File: src/rtl/tmr_pkg.sv
// Shared encodings and register addresses for the match timer.
// Assumes a 5-bit register address space.
package tmr_pkg;

    typedef enum logic [1:0] {
        MODE_CLK  = 2'd0,
        MODE_RISE = 2'd1,
        MODE_FALL = 2'd2,
        MODE_BOTH = 2'd3
    } tmr_mode_e;

    typedef enum logic [1:0] {
        ACT_KEEP   = 2'd0,
        ACT_LOW    = 2'd1,
        ACT_HIGH   = 2'd2,
        ACT_TOGGLE = 2'd3
    } tmr_act_e;

    localparam int REG_AW = 5;

    localparam logic [REG_AW-1:0] A_CTRL    = 5'd0;
    localparam logic [REG_AW-1:0] A_LIMIT   = 5'd1;
    localparam logic [REG_AW-1:0] A_MODE    = 5'd2;
    localparam logic [REG_AW-1:0] A_MCTRL   = 5'd3;
    localparam logic [REG_AW-1:0] A_FLAGS   = 5'd4;
    localparam logic [REG_AW-1:0] A_ACTION  = 5'd5;
    localparam logic [REG_AW-1:0] A_LEVEL   = 5'd6;
    localparam logic [REG_AW-1:0] A_RELOAD  = 5'd7;
    localparam logic [REG_AW-1:0] A_TCOUNT  = 5'd8;
    localparam logic [REG_AW-1:0] A_PCOUNT  = 5'd9;
    localparam logic [REG_AW-1:0] A_CMP0    = 5'd16;
    localparam logic [REG_AW-1:0] A_SHD0    = 5'd24;

endpackage

File: src/rtl/tmr_event_src.sv
// Event source: synchronizes the external inputs, picks one of them and
// turns the selected edges into single-cycle count events.
// In clock mode every cycle is an event.
// Assumes N_IN >= 2. A change of the selection may produce one edge.
module tmr_event_src
    import tmr_pkg::*;
#(
    parameter int N_IN  = 4,
    parameter int SEL_W = $clog2(N_IN)
) (
    input  logic             clk,
    input  logic             rst_n,
    input  logic [N_IN-1:0]  cnt_in,
    input  tmr_mode_e        mode,
    input  logic [SEL_W-1:0] sel,
    output logic             evt
);

    logic [N_IN-1:0] sync1_q, sync2_q;
    logic            prev_q;
    logic            lvl;

    // Two-stage synchronizer per input.
    always_ff @(posedge clk) begin
        if (!rst_n) begin
            sync1_q <= '0;
            sync2_q <= '0;
        end else begin
            sync1_q <= cnt_in;
            sync2_q <= sync1_q;
        end
    end

    assign lvl = sync2_q[sel];

    // Previous level of the selected input for edge detection.
    always_ff @(posedge clk) begin
        if (!rst_n) prev_q <= 1'b0;
        else        prev_q <= lvl;
    end

    // Event qualification by mode.
    always_comb begin
        unique case (mode)
            MODE_CLK:  evt = 1'b1;
            MODE_RISE: evt = lvl & ~prev_q;
            MODE_FALL: evt = ~lvl & prev_q;
            default:   evt = lvl ^ prev_q;
        endcase
    end

    assert_edge_single_R2: assert property (@(posedge clk) disable iff (!rst_n)
        (mode == MODE_RISE && evt) |=> !evt);

endmodule

File: src/rtl/tmr_count_core.sv
// Prescaler and timer counter. adv marks an event that wraps the prescaler
// while running. Restart and halt requests arrive combinationally from the
// compare channels in the same cycle as adv.
module tmr_count_core #(
    parameter int CNT_W = 32
) (
    input  logic             clk,
    input  logic             rst_n,
    input  logic             run,
    input  logic             clr,
    input  logic             evt,
    input  logic [CNT_W-1:0] limit,
    input  logic             hit_rst,
    input  logic             hit_stop,
    output logic             adv,
    output logic [CNT_W-1:0] tc,
    output logic [CNT_W-1:0] pc
);

    logic [CNT_W-1:0] tc_q, pc_q;

    assign adv = run && !clr && evt && (pc_q >= limit);
    assign tc  = tc_q;
    assign pc  = pc_q;

    // Prescale counter: wraps at the limit, cleared by the counter reset.
    always_ff @(posedge clk) begin
        if (!rst_n || clr)     pc_q <= '0;
        else if (run && evt)   pc_q <= (pc_q >= limit) ? '0 : pc_q + 1'b1;
    end

    // Timer counter: steps on adv, restarts or holds on a compare hit.
    always_ff @(posedge clk) begin
        if (!rst_n || clr)     tc_q <= '0;
        else if (adv) begin
            if (hit_rst)       tc_q <= '0;
            else if (!hit_stop) tc_q <= tc_q + 1'b1;
        end
    end

    assert_idle_hold_R3: assert property (@(posedge clk) disable iff (!rst_n)
        (!run && !clr) |=> $stable(tc_q));

    assert_clear_R3: assert property (@(posedge clk) disable iff (!rst_n)
        clr |=> (tc_q == '0 && pc_q == '0));

    assert_single_step_R1: assert property (@(posedge clk) disable iff (!rst_n)
        (!clr && !hit_rst && !hit_stop) |=>
            (tc_q == $past(tc_q) || tc_q == CNT_W'($past(tc_q) + 1'b1)));

endmodule

File: src/rtl/tmr_match_chan.sv
// One compare channel: compare value with shadow reload, hit detection,
// interrupt flag and external output level.
// Software writes of compare values take priority over a reload in the
// same cycle. Hardware actions take priority over software level writes.
module tmr_match_chan
    import tmr_pkg::*;
#(
    parameter int CNT_W = 32
) (
    input  logic             clk,
    input  logic             rst_n,
    input  logic             adv,
    input  logic [CNT_W-1:0] tc,
    input  logic             wr_cmp,
    input  logic             wr_shd,
    input  logic [CNT_W-1:0] wdata,
    input  logic             reload,
    input  tmr_act_e         act,
    input  logic             ie,
    input  logic             lvl_wr,
    input  logic             lvl_val,
    input  logic             flag_clr,
    output logic             hit,
    output logic [CNT_W-1:0] cmp,
    output logic [CNT_W-1:0] shd,
    output logic             out,
    output logic             flag
);

    logic [CNT_W-1:0] cmp_q, shd_q;
    logic             out_q, flag_q;

    assign hit  = adv && (tc == cmp_q);
    assign cmp  = cmp_q;
    assign shd  = shd_q;
    assign out  = out_q;
    assign flag = flag_q;

    // Compare value: software write, else shadow reload.
    always_ff @(posedge clk) begin
        if (!rst_n)      cmp_q <= '0;
        else if (wr_cmp) cmp_q <= wdata;
        else if (reload) cmp_q <= shd_q;
    end

    // Shadow value: software write only.
    always_ff @(posedge clk) begin
        if (!rst_n)      shd_q <= '0;
        else if (wr_shd) shd_q <= wdata;
    end

    // Interrupt flag: set by an enabled hit, cleared by write-one.
    always_ff @(posedge clk) begin
        if (!rst_n)          flag_q <= 1'b0;
        else if (hit && ie)  flag_q <= 1'b1;
        else if (flag_clr)   flag_q <= 1'b0;
    end

    // Output level: hit action first, then direct software write.
    always_ff @(posedge clk) begin
        if (!rst_n) out_q <= 1'b0;
        else if (hit && act != ACT_KEEP) begin
            unique case (act)
                ACT_LOW:  out_q <= 1'b0;
                ACT_HIGH: out_q <= 1'b1;
                default:  out_q <= ~out_q;
            endcase
        end else if (lvl_wr) out_q <= lvl_val;
    end

    assert_flag_cause_R7: assert property (@(posedge clk) disable iff (!rst_n)
        $rose(flag_q) |-> $past(hit && ie));

    assert_toggle_R8: assert property (@(posedge clk) disable iff (!rst_n)
        (hit && act == ACT_TOGGLE) |=> (out_q != $past(out_q)));

    assert_reload_R9: assert property (@(posedge clk) disable iff (!rst_n)
        (reload && !wr_cmp) |=> (cmp_q == $past(shd_q)));

endmodule

File: src/rtl/match_timer.sv
// Top of the match timer: register file, read mux, event source,
// counter core and compare channels. A halt hit wins over a software
// write of the run enable in the same cycle.
module match_timer
    import tmr_pkg::*;
#(
    parameter int CNT_W = 32,
    parameter int N_CH  = 4,
    parameter int N_IN  = 4
) (
    input  logic              clk,
    input  logic              rst_n,
    input  logic              wr_en,
    input  logic [4:0]        wr_addr,
    input  logic [CNT_W-1:0]  wr_data,
    input  logic [4:0]        rd_addr,
    output logic [CNT_W-1:0]  rd_data,
    input  logic [N_IN-1:0]   cnt_in,
    output logic [N_CH-1:0]   match_out,
    output logic              irq
);

    localparam int SEL_W = $clog2(N_IN);
    localparam int MC_W  = 3 * N_CH;
    localparam int ACT_W = 2 * N_CH;

    logic              en_q, clr_q;
    logic [CNT_W-1:0]  limit_q;
    tmr_mode_e         mode_q;
    logic [SEL_W-1:0]  sel_q;
    logic [MC_W-1:0]   mctrl_q;
    logic [ACT_W-1:0]  act_q;
    logic [N_CH-1:0]   rld_q;

    logic              evt, adv;
    logic [CNT_W-1:0]  tc, pc;
    logic [N_CH-1:0]   hit, rst_bit, stop_bit, flag;
    logic              rst_any, stop_any;
    logic [CNT_W-1:0]  cmp_v [N_CH];
    logic [CNT_W-1:0]  shd_v [N_CH];

    function automatic logic wr_at(input logic [4:0] a);
        return wr_en && (wr_addr == a);
    endfunction

    // Configuration registers; a halt hit clears the run enable.
    always_ff @(posedge clk) begin
        if (!rst_n) begin
            en_q    <= 1'b0;
            clr_q   <= 1'b0;
            limit_q <= '0;
            mode_q  <= MODE_CLK;
            sel_q   <= '0;
            mctrl_q <= '0;
            act_q   <= '0;
            rld_q   <= '0;
        end else begin
            if (stop_any)          en_q <= 1'b0;
            else if (wr_at(A_CTRL)) en_q <= wr_data[0];
            if (wr_at(A_CTRL))   clr_q   <= wr_data[1];
            if (wr_at(A_LIMIT))  limit_q <= wr_data;
            if (wr_at(A_MODE)) begin
                mode_q <= tmr_mode_e'(wr_data[1:0]);
                sel_q  <= wr_data[2 +: SEL_W];
            end
            if (wr_at(A_MCTRL))  mctrl_q <= wr_data[MC_W-1:0];
            if (wr_at(A_ACTION)) act_q   <= wr_data[ACT_W-1:0];
            if (wr_at(A_RELOAD)) rld_q   <= wr_data[N_CH-1:0];
        end
    end

    tmr_event_src #(.N_IN(N_IN), .SEL_W(SEL_W)) u_src (
        .clk(clk), .rst_n(rst_n), .cnt_in(cnt_in),
        .mode(mode_q), .sel(sel_q), .evt(evt)
    );

    tmr_count_core #(.CNT_W(CNT_W)) u_core (
        .clk(clk), .rst_n(rst_n), .run(en_q), .clr(clr_q), .evt(evt),
        .limit(limit_q), .hit_rst(rst_any), .hit_stop(stop_any),
        .adv(adv), .tc(tc), .pc(pc)
    );

    for (genvar n = 0; n < N_CH; n++) begin : g_ch
        localparam logic [4:0] CMP_A = A_CMP0 + 5'(n);
        localparam logic [4:0] SHD_A = A_SHD0 + 5'(n);
        assign rst_bit[n]  = mctrl_q[3*n+1];
        assign stop_bit[n] = mctrl_q[3*n+2];
        tmr_match_chan #(.CNT_W(CNT_W)) u_ch (
            .clk(clk), .rst_n(rst_n), .adv(adv), .tc(tc),
            .wr_cmp(wr_at(CMP_A)), .wr_shd(wr_at(SHD_A)), .wdata(wr_data),
            .reload(rst_any && rld_q[n]),
            .act(tmr_act_e'(act_q[2*n +: 2])), .ie(mctrl_q[3*n]),
            .lvl_wr(wr_at(A_LEVEL)), .lvl_val(wr_data[n]),
            .flag_clr(wr_at(A_FLAGS) && wr_data[n]),
            .hit(hit[n]), .cmp(cmp_v[n]), .shd(shd_v[n]),
            .out(match_out[n]), .flag(flag[n])
        );
    end

    assign rst_any  = |(hit & rst_bit);
    assign stop_any = |(hit & stop_bit);
    assign irq      = |flag;

    // Combinational register read mux.
    always_comb begin
        rd_data = '0;
        unique case (rd_addr)
            A_CTRL:   rd_data = CNT_W'({clr_q, en_q});
            A_LIMIT:  rd_data = limit_q;
            A_MODE:   rd_data = CNT_W'({sel_q, mode_q});
            A_MCTRL:  rd_data = CNT_W'(mctrl_q);
            A_FLAGS:  rd_data = CNT_W'(flag);
            A_ACTION: rd_data = CNT_W'(act_q);
            A_LEVEL:  rd_data = CNT_W'(match_out);
            A_RELOAD: rd_data = CNT_W'(rld_q);
            A_TCOUNT: rd_data = tc;
            A_PCOUNT: rd_data = pc;
            default: begin
                for (int n = 0; n < N_CH; n++) begin
                    if (rd_addr == A_CMP0 + 5'(n)) rd_data = cmp_v[n];
                    if (rd_addr == A_SHD0 + 5'(n)) rd_data = shd_v[n];
                end
            end
        endcase
    end

    assert_halt_clears_en_R6: assert property (@(posedge clk) disable iff (!rst_n)
        stop_any |=> !en_q);

    assert_irq_flags_R7: assert property (@(posedge clk) disable iff (!rst_n)
        (flag == '0) |-> !irq);

endmodule

File: config.mk
export PLATFORM = sky130hd
export DESIGN_NAME = match_timer
export DESIGN_NICKNAME = d
export VERILOG_FILES = /design/src/rtl/tmr_pkg.sv /design/src/rtl/tmr_event_src.sv /design/src/rtl/tmr_count_core.sv /design/src/rtl/tmr_match_chan.sv /design/src/rtl/match_timer.sv
export SDC_FILE = /design/constraint.sdc
export NUM_CORES = 1
export LEC_CHECK = 0
export BUFFER_PORTS_ARGS = -buffer_cell sky130_fd_sc_hd__buf_2
export CELL_PAD_IN_SITES_DETAIL_PLACEMENT = 0
export CELL_PAD_IN_SITES_GLOBAL_PLACEMENT = 1
export CORE_MARGIN = 2
export CORE_UTILIZATION = 41
export DETAILED_ROUTE_END_ITERATION = 8
export HOLD_SLACK_MARGIN = 0.12
export PLACE_DENSITY = 0.8
export SYNTH_ARGS = -nofsm -noshare
export SYNTH_HDL_FRONTEND = slang
export SYNTH_SLANG_ARGS = --single-unit
File: constraint.sdc
create_clock -name clk -period 3.15 [get_ports clk]
set_input_delay 0.63 -clock clk [delete_from_list [all_inputs] [get_ports clk]]
set_output_delay 0.63 -clock clk [all_outputs]
set_load 0.02 [all_outputs]
* Yosys cells after proc, flatten, opt, wreduce, memory -nomap -nowiden
Cells that the tools add are included.
W data, S select, Z words.
** Operators by class
- Reduce and logical (&&, ||, !) cells :: 67
- Magnitude comparators :: 2
- Divide/modulo/power cells :: 0
- Add/sub/neg operators :: 2
- Muxes and demuxes :: 43
- Shift operators :: 0
- Equal/unequal tests :: 47
- Bitwise operators :: 12
- Multipliers :: 0
** Operator list (number)
- $mux W32 :: 19
- $pmux W32 S10 :: 1
- $eq A32 B32 Y1 :: 4
- $eq A5 B5 Y1 const B :: 16
- $add A32 B1 Y32 const B :: 2
- $eq A5 B3 Y1 const B :: 8
- $logic_and A1 B1 Y1 :: 40
- $ge A32 B32 Y1 :: 1
- $reduce_bool A2 Y1 :: 16
- $eq A5 B2 Y1 const B :: 4
- $mux W1 :: 17
- $reduce_or A4 Y1 :: 3
- $eq A2 B1 Y1 const B :: 5
- $eq A2 B2 Y1 const B :: 5
- $eq A5 B1 Y1 const B :: 2
- $eq A5 B4 Y1 const B :: 2
- $logic_not A5 Y1 :: 2
- $and A4 B4 Y4 :: 2
- $pmux W1 S2 :: 4
- $not A1 Y1 :: 7
- $reduce_or A5 Y1 :: 1
- $lt A2 B3 Y1 const B :: 1
- $pmux W1 S3 :: 1
- $and A1 B1 Y1 :: 2
- 7 further kinds :: 8
** Storage, ports and cells
- Bits in registers :: 399
- Memories :: 0
- Memory bits (writable) :: 0
- Output and inout port bits :: 37
- Word-level logic and storage cells :: 202
- ROM bits :: 0
- Latch bits :: 0

* Logic depth before layout (Yosys ltp)
Gate-level depths: netlist of run 1.
- Depth in word-level cells :: 13
- Mapped depth :: 13
- Gate-level depth less buffers :: 11

* Hierarchy
From an unflattened synthesis of run 1, not the netlist that was laid out.
** Second synthesis, totals
- Cell total of the unflattened synthesis :: 2739
- Area, all modules :: 22690.5 sq um
** By module, submodules not included
- tmr_match_chan :: area an instance 3047.9 sq um, cells an instance 339, instances 4, sequential area each 1321.3 sq um
- match_timer :: area an instance 6174.7 sq um, cells an instance 860, instances 1, sequential area each 1241.2 sq um
- tmr_count_core :: area an instance 4006.3 sq um, cells an instance 496, instances 1, sequential area each 1281.2 sq um
- tmr_event_src :: area an instance 317.8 sq um, cells an instance 27, instances 1, sequential area each 180.2 sq um

* Worst setup path before layout of run 1
Ideal clock, no wire load.
- Path type :: input -> output
- From :: input port rd_addr[2]
- To :: output port rd_data[0]
- Setup slack :: -0.148 ns
- Arrival time :: 2.668 ns
- Path buffers :: 2
- Stages on the path :: 8
- Required time :: 2.520 ns
- Cells stage by stage :: clkbuf_1 or3b_2 nor3_1 clkbuf_1 a222oi_1 a21oi_1 a221oi_1 a31oi_1
** Between the ends
- Word-level cells in the longest chain between the ends :: 10
** Ends and longest elaborated chain
- start: declaration :: line match_timer.sv:16 : input logic [4:0] rd_addr,
- $eq A5 B5 Y1 :: line match_timer.sv:120 : if (rd_addr == A_CMP0 + 5'(n)) rd_data = cmp_v[n];
- $mux W32 :: line match_timer.sv:120
- $mux W32 :: line match_timer.sv:121 : if (rd_addr == A_SHD0 + 5'(n)) rd_data = shd_v[n];
- $mux W32 :: line match_timer.sv:120
- $mux W32 :: line match_timer.sv:121
- $mux W32 :: line match_timer.sv:120
- $mux W32 :: line match_timer.sv:121
- $mux W32 :: line match_timer.sv:120
- $mux W32 :: line match_timer.sv:121
- $pmux W32 S10 * :: line match_timer.sv:107 : unique case (rd_addr)
- end: declaration :: line match_timer.sv:17 : output logic [CNT_W-1:0] rd_data,
Mark *: on every way between the ends. The rest lies on a longest branch, timed or not.

* Worst setup path in the final report of run 1
- From :: input port rd_addr[4]
- To :: output port rd_data[11]
The elaborated chain is that of the path after synthesis.

==> flow_summary_export.csv, run 1 <==
group,metric,value,unit
status,outcome,"finished with violations",
status,violations,"negative setup slack",
timing,drv_slew,0,
clock_tree,worstSkewPairLatency,0.61,ns
final_layout,fillCellCount,4538,
placement,port_buffers,85,
synthesis,syn-num-nets,2725,
worst_setup_path,path_max_fanout,7,
synthesis,synth_flop_cell,"dfxtp_1",
placement,gp_congestion,0.995,
detailed_routing,avgViaCountPerCell,6.06,
clock_tree,clock-root-buffer,"clkbuf_16",
min_path,hold_path_class,"in2reg",
placement,place_hpwl,57400,um
worst_setup_path,end_kind,"primary output",
timing,setup_tns,-13.39,ns
detailed_routing,wire_per_inst,24.8,um
timing,layout_setup_ws,-0.250,ns
clock_tree,numCtsBuffers,47,
synthesis,ys_types,65,
synthesis,async_reset_ff_share,0,%
die,pin_count,86,
final_layout,final_core_util,54.7,%
synthesis,avgSynthCellArea,8.18,um^2
global_routing,grt_max_degree,103,
final_layout,nNetsFinal,2906,
worst_setup_path,cp.required,2.52,ns
detailed_routing,drt_iter0_drc,2507,
final_layout,final_common_cell,"nand2_1",
global_routing,grt_pass1_vias,20100,
synthesis,ys_seq_area_share,37.1,%
power,power_density,415,nW/um^2
detailed_routing,drt_wl_total,87600,um
worst_setup_path,startpoint_type,"input pin",
die,num_rows,83,
die,die_x,233,um
placement,dp_slack,-0.416,ns
detailed_routing,drc,0,
clock_tree,cts_tree,"built",
detailed_routing,route.vias.total,21400,
die,core_area,51600,um^2
die,dieArea,54400,um^2
timing,rsz0062_at_grt,"true",
worst_setup_path,setup.worst_path.class,"in2out",
die,start_util,41.7,%
final_layout,drive_above_1_share,27.1,%
timing,clock_skew,0.0329,ns
timing,slew_headroom,12.1,%
synthesis,syn_inst,2632,
power,ir_drop,0.401,mV
global_routing,grt-ovfl-total,0,
final_layout,synthToLayoutAreaGrowth,31.2,%
timing,hold-worst-slack,0.242,ns
worst_setup_path,regToRegSetupSlack,-0.14,ns
synthesis,ys_warn_count,0,
synthesis,synth_edf_count,0,
final_layout,fin_cells,3530,
synthesis,syn-cell-area,21500,um^2
placement,dp.cells,3369,
timing,fin_crit,3.40,ns
clock_tree,cts_sinks,399,
clock_tree,clk_pin_slew,0.05,ns
detailed_routing,firstDrtPassIters,9,
timing,max_freq,294,MHz
clock_tree,cts_buffer_depth,3,
global_routing,grt_first_pass_wirelength,129000,um
worst_setup_path,critPathArrivalTime,2.77,ns
timing,min_period_over_period,108,%
die,fp.dieH,233,um
timing,setup_violations,168,
global_routing,track_usage,31.3,%
global_routing,antenna_found_initial,1,
timing,worstMarginPinSlew,1.32,ns
clock_tree,ctsHtreeMaxLevel,2,
timing,hold_viol,0,
power,power.static_leakage,0.0110,uW
job,drv_cap,0,
final_layout,final_cell_mix,"nand2_1 (451), dfxtp_1 (395), buf_4 (210)",
synthesis,ys_ff_latch,399,
detailed_routing,postRouteAntennaNets,0,
==> synth_stat cells (7+ instances only) <==
library cell / instances / area share, %
nand2_1: 457 / 8.0
dfxtp_1: 399 / 37
a21oi_1: 192 / 4.5
a21boi_0: 177 / 6.2
clkbuf_1: 177 / 3.1
mux2i_1: 145 / 6.7
xnor2_1: 133 / 5.4
o21ai_1: 112 / 2.6
nor2_1: 95 / 1.7
a22oi_1: 72 / 2.5
o21ai_0: 69 / 1.6
nand3_1: 65 / 1.5
inv_1: 54 / 0.94
nand4_1: 52 / 1.5
buf_2: 48 / 1.1
ha_1: 44 / 2.6
a222oi_1: 38 / 1.8
a221oi_1: 32 / 1.3
and3_1: 23 / 0.67
nor2b_1: 23 / 0.67
xor2_1: 20 / 0.81
and2_1: 19 / 0.55
a31oi_1: 17 / 0.49
buf_6: 13 / 0.68
nor3_1: 12 / 0.28
nor4_1: 11 / 0.32
or3_1: 11 / 0.32
and4_1: 9 / 0.37
o211ai_1: 9 / 0.31
nand2b_1: 7 / 0.20
==> sequential cells by signal (all words and copies together), names as in the netlist <==
name and flops:
u_core.pc 32, g_ch.u_ch.shd 128, sel_q 2, act_q 8, rld_q 4, en_q 1, u_src.prev_q 1, u_src.sync2_q 4
clr_q 1, mctrl_q 12, u_src.sync1_q 4, limit_q 32, u_core.tc 32, mode_q 2, g_ch.u_ch.flag 4, g_ch.u_ch.out 4
g_ch.u_ch.cmp 128
==> area by class of cell <==
cell class	instances	area (um^2)	area share, %
flip-flops and latches	399	7990	28.3
repair buffers	378	3900	13.8
inverters	54	203	0.718
multi-input cells	1933	13700	48.7
clock buffers	70	1390	4.94
clock inverters	14	148	0.523
well taps	680	851	3.01
diodes	2	5.00	0.0177
==> stage by stage <==
| step | area (um^2) | total power (uW) |
|---|---|---|
| 3_3_place_gp | 23700 | 6100 |
| 5_1_grt | 28200 | 12000 |
| 2_1_floorplan | 21500 | 5710 |
| 6_report | 28200 | 11700 |
| 4_1_cts | 27500 | 11700 |
| 3_5_place_dp | 23700 | 6110 |
==> per-layer routing <==
metal  vias up  routed length [um]  track usage [%]
met3       195                7200             5.10
met5         -                   0                0
li1       9705                   -                -
met1     10400               37300             43.2
met2      1077               38800             47.6
met4         0                4250             14.3
==> path summary, 6_finish.rpt <==
check                         from              endpoint  cells past startpoint
setup reg to reg          sel_q[0]  g_ch[1].u_ch.cmp[28]                     16
hold reg to reg   u_src.sync1_q[3]      u_src.sync2_q[3]                      1
setup / recovery        rd_addr[4]           rd_data[11]                     12
hold / removal           cnt_in[2]      u_src.sync1_q[2]                      2
==> what timing repair did <==
item / CTS / global route
setup endpoints to repair: 203 / 206
setup buffers: 42 / 19
cloned: 27 / 2
gates resized for setup: 302 / 182
hold buffers: 0 / 0
pin swaps: 104 / 57
==> cell families (layout without fill, tap and decap cells) <==
kind of cell / Yosys count / in the layout / share of synthesized area (%)
flip-flops: 399 / 399 / 37.1
buffers and inverters: 301 / 516 / 6.07
adder cells (fa/ha/maj): 44 / 44 / 2.56
XOR/XNOR: 153 / 153 / 6.22
AND/OR/NAND/NOR: 811 / 812 / 17.1
AO/OA/AOI/OAI: 770 / 770 / 23.6
multiplexers: 154 / 154 / 7.37
other: 0 / 2 / 0
==> power by group <==
part           internal, uW  switching (uW)
sequential             5100            64.1
combinational           383             635
clock                  3220            2310
==> worst max-delay path: stages <==
cell and delay (ns):
buf_8 0.10, or3b_4 0.31, nor2_4 0.10, buf_6 0.15, buf_16 0.14, a222oi_1 0.32
a21oi_1 0.17, a221oi_2 0.32, nand2_1 0.10, o21ai_1 0.10, nand3_1 0.15, buf_6 0.18
Note: power is estimated with default switching activity, not from simulation.
==> inputs of run 2 (changes only) <==
--- a/config.mk
+++ b/config.mk
@@ -9,10 +9,10 @@
 export CELL_PAD_IN_SITES_DETAIL_PLACEMENT = 0
 export CELL_PAD_IN_SITES_GLOBAL_PLACEMENT = 1
 export CORE_MARGIN = 2
-export CORE_UTILIZATION = 41
+export CORE_UTILIZATION = 43
 export DETAILED_ROUTE_END_ITERATION = 8
 export HOLD_SLACK_MARGIN = 0.12
-export PLACE_DENSITY = 0.8
+export PLACE_DENSITY = 0.83
 export SYNTH_ARGS = -nofsm -noshare
 export SYNTH_HDL_FRONTEND = slang
 export SYNTH_SLANG_ARGS = --single-unit
==> flow_summary_export.csv, run 2 (synthesized netlist as in run 1, its figures left out) <==
group,metric,value,unit
status,outcome,"finished with violations",
status,violations,"negative setup slack",
power,p_int,8970,uW
power,switching_share,24.7,%
placement,port_buffers,85,
power,clkPwrFrac,48.0,%
final_layout,final_common_cell,"nand2_1",
worst_setup_path,ff2ff_path_depth,16,
timing,drv_slew,0,
die,die_x,228,um
worst_setup_path,r2r_start,"sel_q[0]",
final_layout,regArea,8000,um^2
power,power.static_leakage,0.0110,uW
final_layout,fillCellCount,4232,
final_layout,multi_input_area,14000,um^2
detailed_routing,avgViaCountPerCell,6.16,
clock_tree,cts_sinks,399,
global_routing,antenna_found_initial,0,
power,netSwitchingPower,2950,uW
clock_tree,clock-root-buffer,"clkbuf_16",
detailed_routing,highest_layer,"met4",
min_path,hold_start,"cnt_in[0]",
detailed_routing,firstDrtPassIters,7,
final_layout,synthToLayoutAreaGrowth,32.2,%
clock_tree,clk_pin_slew,0.05,ns
timing,layout_setup_ws,-0.306,ns
clock_tree,cts_buffer_depth,3,
worst_setup_path,end_kind,"primary output",
final_layout,final_cell_mix,"nand2_1 (452), dfxtp_1 (388), buf_4 (197)",
global_routing,grt_first_pass_wirelength,126000,um
timing,slew_headroom,1.74,%
global_routing,grt_pass1_vias,20700,
detailed_routing,route.vias.total,21600,
die,dieArea,51900,um^2
die,pin_count,86,
detailed_routing,drt_iter0_drc,2668,
detailed_routing,drc,0,
timing,min_period_over_period,110,%
placement,dp_slack,-0.359,ns
min_path,whs_path_depth,2,
worst_setup_path,setup.worst_path.class,"in2out",
detailed_routing,drt_wl_total,84500,um
detailed_routing,wire_per_inst,24.1,um
die,fp.dieH,228,um
placement,place_hpwl,55000,um
worst_setup_path,rr_endpoint,"g_ch[1].u_ch.cmp[18]",
detailed_routing,dr_wl_met3,7430,um
global_routing,grt_max_degree,109,
final_layout,diodes,0,
worst_setup_path,path_max_fanout,6,
global_routing,grt-ovfl-total,0,
clock_tree,ctsHtreeMaxLevel,2,
timing,hold-worst-slack,0.260,ns
final_layout,drive_above_1_share,28.3,%
clock_tree,cts_tree,"built",
detailed_routing,wl_met2,37600,um
worst_setup_path,regToRegSetupSlack,-0.20,ns
clock_tree,ctsHoldBuffers,0,
worst_setup_path,startpoint_type,"input pin",
die,start_util,43.3,%
placement,gp_congestion,0.973,
power,combPwrFrac,8.6,%
timing,clock_skew,0.0172,ns
global_routing,track_usage,31.0,%
timing,rsz0062_at_grt,"true",
detailed_routing,drt-met1-wl,34600,um
power,power_density,418,nW/um^2
clock_tree,numCtsBuffers,45,
timing,worstMarginPinSlew,1.47,ns
timing,hold_viol,0,
detailed_routing,postRouteAntennaNets,0,
power,ir_drop,0.443,mV
timing,max_freq,289,MHz
die,num_rows,82,
min_path,hold_path_class,"in2reg",
power,p_seq_share,43.4,%
die,core_area,49800,um^2
timing,fin_crit,3.46,ns
clock_tree,worstSkewPairLatency,0.58,ns
job,drv_cap,0,
timing,setup_violations,175,
final_layout,nNetsFinal,2897,
min_path,hold_path_end,"u_src.sync1_q[0]",
worst_setup_path,cp.required,2.52,ns
worst_setup_path,critPathArrivalTime,2.83,ns
run 2: cell types whose count changed in the layout (fill, tap and decap cells not counted), sizes merged:
cell      previous run  this run
diode                2         0
buf                373       368
clkbuf              74        62
clkinvlp             2         1
clkinv               7        11
bufbuf               1         0
inv                 57        55
or2                  4         3
bufinv               2         8
run 2: area by class of cell:
type / count / area share, %
Inverter: 54 / 0.712
Sequential cell: 399 / 28.1
Timing Repair Buffer: 372 / 13.5
Tap cell: 672 / 2.95
Clock buffer: 58 / 4.44
Multi-Input combinational cell: 1932 / 49.2
Clock inverter: 21 / 1.10
run 2: worst max-delay path, cell delays in order:
cell and delay [ns]:
buf_6 0.10, nand3b_1 0.26, buf_6 0.16, nor3_4 0.05
buf_12 0.14, buf_4 0.13, a222oi_1 0.34, a21oi_1 0.17
a221oi_2 0.22, buf_4 0.17, nand2_1 0.07, o21ai_2 0.07
nand3_1 0.14, buf_6 0.17
run 2: how the worst max path moves through the flow:
stage,endpoint,start,cells after the start
after floorplan,rd_data[3],rd_addr[2],8
after global placement,rd_data[2],rd_addr[2],13
after detailed placement,rd_data[5],rd_addr[3],12
after CTS,rd_data[30],rd_addr[4],14
after global routing,rd_data[22],rd_addr[4],12
final,rd_data[18],rd_addr[3],14
run 2: routing by layer:
metal	vias up	GRT usage, %
met5	-	0
li1	9673	-
met2	1117	47.9
met4	0	17.5
met1	10500	41.5
met3	267	4.50
run 2: through the flow:
step	cell area, um^2	instances	power [uW]	TNS [ns]	utilization, %
floorplan	21500	2632	5710	0	-
global placement	23600	3347	6090	-21.64	47.5
detailed placement	23600	3347	6100	-28.81	47.5
CTS	27600	3494	11900	-18.74	55.4
global route	28500	3508	12200	-33.50	57.2
finish	28500	3508	11900	-17.61	57.2
run 2: power groups by stage:
stage	sequential (uW)	combinational, uW	clock, uW
3_3_place_gp	5270	823	0
5_1_grt	5170	1060	5950
3_5_place_dp	5270	831	0
6_report	5170	1020	5720
4_1_cts	5160	946	5770
2_1_floorplan	5230	472	0
run 2: timing repair:
action / 4_1_cts / 5_1_grt
setup endpoints to repair: 201 / 205
cloned: 26 / 4
resized for setup: 348 / 215
setup buffers: 49 / 26
pin swaps: 88 / 80
